==> src/rtl/cfp_pkg.sv <==
package cfp_pkg;
    localparam int unsigned CFP_WORD_W = 8;

    typedef logic [CFP_WORD_W-1:0] cfp_word_t;

    typedef struct packed {
        logic      vld;
        cfp_word_t from_v;
        cfp_word_t to_v;
    } cfp_chg_t;

    localparam cfp_chg_t CFP_CHG_NONE = '0;
endpackage

==> src/rtl/cfp_rewrite.sv <==
// Two ordered substitutions applied to one word: the older token first,
// then the newer one sees the possibly rewritten value.
module cfp_rewrite
    import cfp_pkg::*;
(
    input  cfp_word_t word_i,
    input  cfp_chg_t  older_i,
    input  cfp_chg_t  newer_i,
    output cfp_word_t word_o
);
    cfp_word_t mid;

    always_comb begin
        mid = word_i;
        if (older_i.vld && (older_i.from_v == word_i)) begin
            mid = older_i.to_v;
        end
        word_o = mid;
        if (newer_i.vld && (newer_i.from_v == mid)) begin
            word_o = newer_i.to_v;
        end
    end
endmodule

==> src/rtl/cfp_chg_chain.sv <==
// Token chain: enters at slot DEPTH-1, moves toward slot 0, drops off there.
module cfp_chg_chain
    import cfp_pkg::*;
#(
    parameter int unsigned DEPTH = 8
) (
    input  logic                  clk,
    input  logic                  rst_n,
    input  logic                  step_i,
    input  cfp_chg_t              tail_i,
    output cfp_chg_t [DEPTH-1:0]  chg_o
);
    localparam int unsigned LAST = DEPTH - 1;

    cfp_chg_t [DEPTH-1:0] chg_q;

    for (genvar s = 0; s < DEPTH; s++) begin : g_slot
        cfp_chg_t nxt;
        if (s == LAST) begin : g_tail
            assign nxt = tail_i;
        end else begin : g_body
            assign nxt = chg_q[s+1];
        end

        always_ff @(posedge clk or negedge rst_n) begin
            if (!rst_n) begin
                chg_q[s] <= CFP_CHG_NONE;
            end else if (step_i) begin
                chg_q[s] <= nxt;
            end
        end
    end

    assign chg_o = chg_q;
endmodule

==> src/rtl/cfp_data_chain.sv <==
// Word chain: enters at slot 0, moves toward slot DEPTH-1. On each step
// a word meets the token in its own slot, then the token it crosses.
module cfp_data_chain
    import cfp_pkg::*;
#(
    parameter int unsigned DEPTH = 8
) (
    input  logic                  clk,
    input  logic                  rst_n,
    input  logic                  step_i,
    input  cfp_word_t             din_i,
    input  cfp_chg_t  [DEPTH-1:0] chg_i,
    output cfp_word_t [DEPTH-1:0] word_o
);
    cfp_word_t [DEPTH-1:0] word_q;
    cfp_word_t [DEPTH-1:0] word_nxt;

    for (genvar s = 0; s < DEPTH; s++) begin : g_slot
        if (s == 0) begin : g_head
            // The incoming word crosses only the token leaving slot 0.
            cfp_rewrite u_rw (
                .word_i  (din_i),
                .older_i (CFP_CHG_NONE),
                .newer_i (chg_i[0]),
                .word_o  (word_nxt[0])
            );
        end else begin : g_body
            cfp_rewrite u_rw (
                .word_i  (word_q[s-1]),
                .older_i (chg_i[s-1]),
                .newer_i (chg_i[s]),
                .word_o  (word_nxt[s])
            );
        end

        always_ff @(posedge clk or negedge rst_n) begin
            if (!rst_n) begin
                word_q[s] <= '0;
            end else if (step_i) begin
                word_q[s] <= word_nxt[s];
            end
        end
    end

    assign word_o = word_q;
endmodule

==> src/rtl/cfp_counterflow.sv <==
module cfp_counterflow
    import cfp_pkg::*;
#(
    parameter int unsigned DEPTH = 8
) (
    input  logic                  clk,
    input  logic                  rst_n,
    input  logic                  step_i,
    input  logic [CFP_WORD_W-1:0] din_i,
    input  logic                  chg_req_i,
    input  logic [CFP_WORD_W-1:0] chg_from_i,
    input  logic [CFP_WORD_W-1:0] chg_to_i,
    output logic [CFP_WORD_W-1:0] dout_o
);
    cfp_chg_t              tail_chg;
    cfp_chg_t  [DEPTH-1:0] chg_q;
    cfp_word_t [DEPTH-1:0] word_q;

    always_comb begin
        tail_chg.vld    = chg_req_i;
        tail_chg.from_v = chg_from_i;
        tail_chg.to_v   = chg_to_i;
    end

    cfp_chg_chain #(.DEPTH(DEPTH)) u_chg (
        .clk    (clk),
        .rst_n  (rst_n),
        .step_i (step_i),
        .tail_i (tail_chg),
        .chg_o  (chg_q)
    );

    cfp_data_chain #(.DEPTH(DEPTH)) u_data (
        .clk    (clk),
        .rst_n  (rst_n),
        .step_i (step_i),
        .din_i  (din_i),
        .chg_i  (chg_q),
        .word_o (word_q)
    );

    assign dout_o = word_q[DEPTH-1];
endmodule

==> config.mk <==
export PLATFORM = sky130hd
export DESIGN_NAME = cfp_counterflow
export DESIGN_NICKNAME = d
export VERILOG_FILES = /design/src/rtl/cfp_pkg.sv /design/src/rtl/cfp_rewrite.sv /design/src/rtl/cfp_chg_chain.sv /design/src/rtl/cfp_data_chain.sv /design/src/rtl/cfp_counterflow.sv
export SDC_FILE = /design/constraint.sdc
export NUM_CORES = 1
export LEC_CHECK = 0
export BUFFER_PORTS_ARGS = -buffer_cell sky130_fd_sc_hd__buf_2
export CORE_MARGIN = 3
export CORE_UTILIZATION = 47
export CTS_BUF_LIST = sky130_fd_sc_hd__clkbuf_16
export CTS_CLUSTER_SIZE = 25
export DETAILED_ROUTE_END_ITERATION = 8
export GPL_TIMING_DRIVEN = 0
export SETUP_SLACK_MARGIN = 0.15
export SKIP_LAST_GASP = 1
export SYNTH_ARGS = -nofsm -noshare
export SYNTH_HDL_FRONTEND = slang
export SYNTH_HIERARCHICAL = 1
export SYNTH_SLANG_ARGS = --single-unit
==> constraint.sdc <==
create_clock -name clk -period 3.84 [get_ports clk]
set_clock_uncertainty 0.1 [all_clocks]
set_input_delay 0.576 -clock clk [delete_from_list [all_inputs] [get_ports clk]]
set_output_delay 0.576 -clock clk [all_outputs]
set_load 0.005 [all_outputs]
==> results.cfg <==
[status]
status = finished, final reports clean

[critical_path]
cp_max_fo = 8
crit_type = flop to flop
critPathMaxStageDelay_ns = 0.65
path_buf_inv = 0
arrival_ns = 3.42
cpMaxStageDelayCell = a2111oi_0
crit_chain = xnor2_1 -> nand3_1 -> a2111oi_0 -> nand2_1 -> a311oi_4 -> mux2_2 -> mux2_4
cp_top_family = compound AO/OA/AOI/OAI gates
crit_path_end_kind = flop
worstSetupStartpointType = flop
required_ns = 4.06

[clock_network]
clk_latency_ns = 0.44
htreeDepth = 4
cts_tree = built
root_buffer = clkbuf_16
clkTransAtPathRegs_ns = 0.08
cts.repair.resized = 0
post_cts.repair.setup_buffers = 0
postCtsHoldBufs = 0
cts.sinks = 200
cts_buffer_depth = 2
numCtsBuffers = 17

[power_and_ir_drop]
total_power_w = 0.00830
switching_share_pct = 36.4
pwr-share-seq_pct = 44.9
p_sw_w = 0.00302
power_frac_comb_pct = 32.8
max-vdd-ir-drop_mv = 0.268
power.leakage_nw = 5.48
p_int_w = 0.00528
p_clk_share_pct = 22.3
pwr_density_cell_nw_per_um2 = 615

[run]
maxCapViolCount = 0

[floorplan]
core_um2 = 25300
die_h_um = 167
start_util_pct = 48.0
fp.dieW_um = 167
io_pins = 36
die-area_um2 = 27800
row_count = 58

[worst_hold_path]
hp-class = input pin to async pin

[yosys]
post-synth-top-area-fraction_pct = 41.2
ys_seq_elements = 200
synth_top_area_cell = dfrtp_1
yosysUniqueCellTypes = 25
synth_compound_area_share_pct = 3.21
muxShareOfSynthArea_pct = 34.1
synthTopCellsByArea = dfrtp_1 41%, mux2_2 21%, mux2_4 12%
synth_top_family_by_area = multiplexers
syn_area_um2 = 12200
synth_xor_area_share_pct = 11.5
yosysWarnings = 6
synth_cells = 919
yosysSeqAreaShare_pct = 41.2
yosys.area_share.simple_pct = 7.41
synth_area_per_cell_um2 = 13.2
synth_fa_ha_area_share_pct = 0

[sta]
setup_viol = 0
final.setup.tns_ns = 0
worstMarginPinSlew_ns = 0.809
rsz0062_at_grt = false
slew_violations = 0
finalHoldViolations = 0
fin_ws_ns = 0.635
maxSlewHeadroom_pct = 46.0
min_period_over_period_pct = 83.5
max_freq_mhz = 312
min_period_ns = 3.20

[routing]
via_per_inst = 5.38
vias = 7222
drt-initial-drc-count = 311
wl_per_cell_um = 20.2
drtPass1Iterations = 5
post-route-drc-count = 0
ant_nets = 0
wirelength_um = 27100

[global_route]
grt_max_degree = 102
grt_pass1_vias = 7670
grt_pass1_wl_um = 44400
grt_antenna_before_repair = 0
gr-total-overflow = 0
grt_use_total_pct = 19.9

[placed_design]
dp_hpwl_um = 19700
io_buffers = 34
post-place-ws_ns = 0.649
place.gp.congestion = 0.796
postPlaceCellArea_um2 = 12900

[layout]
drive_above_1_share_pct = 43.6
post-route-util_pct = 53.3
final_cell_area_um2 = 13500
syn_to_final_growth_pct = 11.1
num-nets-final = 1027
diodes = 0
## final cells by class
type	count	area, µm²
Clock buffer	17	425
Buffer	22	244
Inverter	16	60.1
Multi-Input combinational cell	707	6940
Sequential cell	200	5000
Fill cell	2182	11800
Tap cell	330	413
Timing Repair Buffer	35	208
Clock inverter	15	200
## power by group through the flow
stage                     clock (W)  sequential (W)  combinational (W)
after floorplan                   0         0.00340            0.00228
final                       0.00185         0.00373            0.00272
after global placement            0         0.00378            0.00266
after global routing        0.00198         0.00386            0.00299
after CTS                   0.00190         0.00374            0.00273
after detailed placement          0         0.00378            0.00271
## state kept, by name (all words and copies together) (netlist names)
register	count
u_chg/chg_o	136
u_data/word_o	64
## layer usage
| metal | up-vias | part of all wire [%] | global-route usage (%) |
|---|---|---|---|
| li1 | 3461 | - | - |
| met5 | - | 0 | 0 |
| met4 | 0 | 0.68 | 3.48 |
| met3 | 12 | 2.1 | 2.82 |
| met1 | 3670 | 49 | 28.3 |
| met2 | 79 | 49 | 33.0 |
## metrics by stage
step                hold WS, ns  std cells
finish                   0.0250       1342
global route             0.0874       1342
CTS                      0.0909       1342
detailed placement        0.391       1310
global placement          0.392       1309
floorplan                 0.180        945
## synth_stat cells
cell type and count:
mux2_4 100, mux2i_1 8, dfrtp_1 200, nand2b_1 8
a2111oi_0 8, a221oi_1 8, nand4_1 16, o21ai_0 8
a311oi_4 8, mux2_2 228, buf_6 7, inv_1 16
buf_12 6, nor4_1 16, xor2_1 24, nand3b_1 8
nor2_1 8, or3_2 8, nor2b_1 8, nor3_4 8
xnor2_1 136, conb_1 1, nand2_1 32, buf_2 9
nand3_1 40
## kinds of logic (layout without fill, tap and decap cells)
group                  Yosys count  count (layout)
AND/OR/NAND/NOR                152             152
buffers and inverters           38             105
XOR/XNOR                       160             160
AO/OA/AOI/OAI                   32              32
multiplexers                   336             336
flip-flops                     200             200
other                            1              27
## cell usage in the layout, fill, tap and decap left out, drive strengths merged, types with 17 or more instances in the layout
master / n
mux2: 328
dfrtp: 200
xnor2: 136
buf: 57
nand3: 40
nand2: 32
conb: 27
xor2: 24
inv: 22
clkbuf: 17
## worst paths after layout
kind	startpoint	to	slack (ns)	depth (start not counted)
setup / recovery	u_chg/chg_o[32]	u_data/word_o[18]	0.64	7
hold / removal	rst_n	u_chg/chg_o[13]	0.03	1
setup reg to reg	u_chg/chg_o[32]	u_data/word_o[18]	0.64	7
hold reg to reg	u_data/word_o[60]	u_data/word_o[60]	0.42	1
max in group asynchronous	rst_n	u_data/word_o[19]	2.64	2
min in group clk	chg_from_i[5]	u_chg/chg_o[132]	0.25	2
Power figures use the tool's default switching activity.
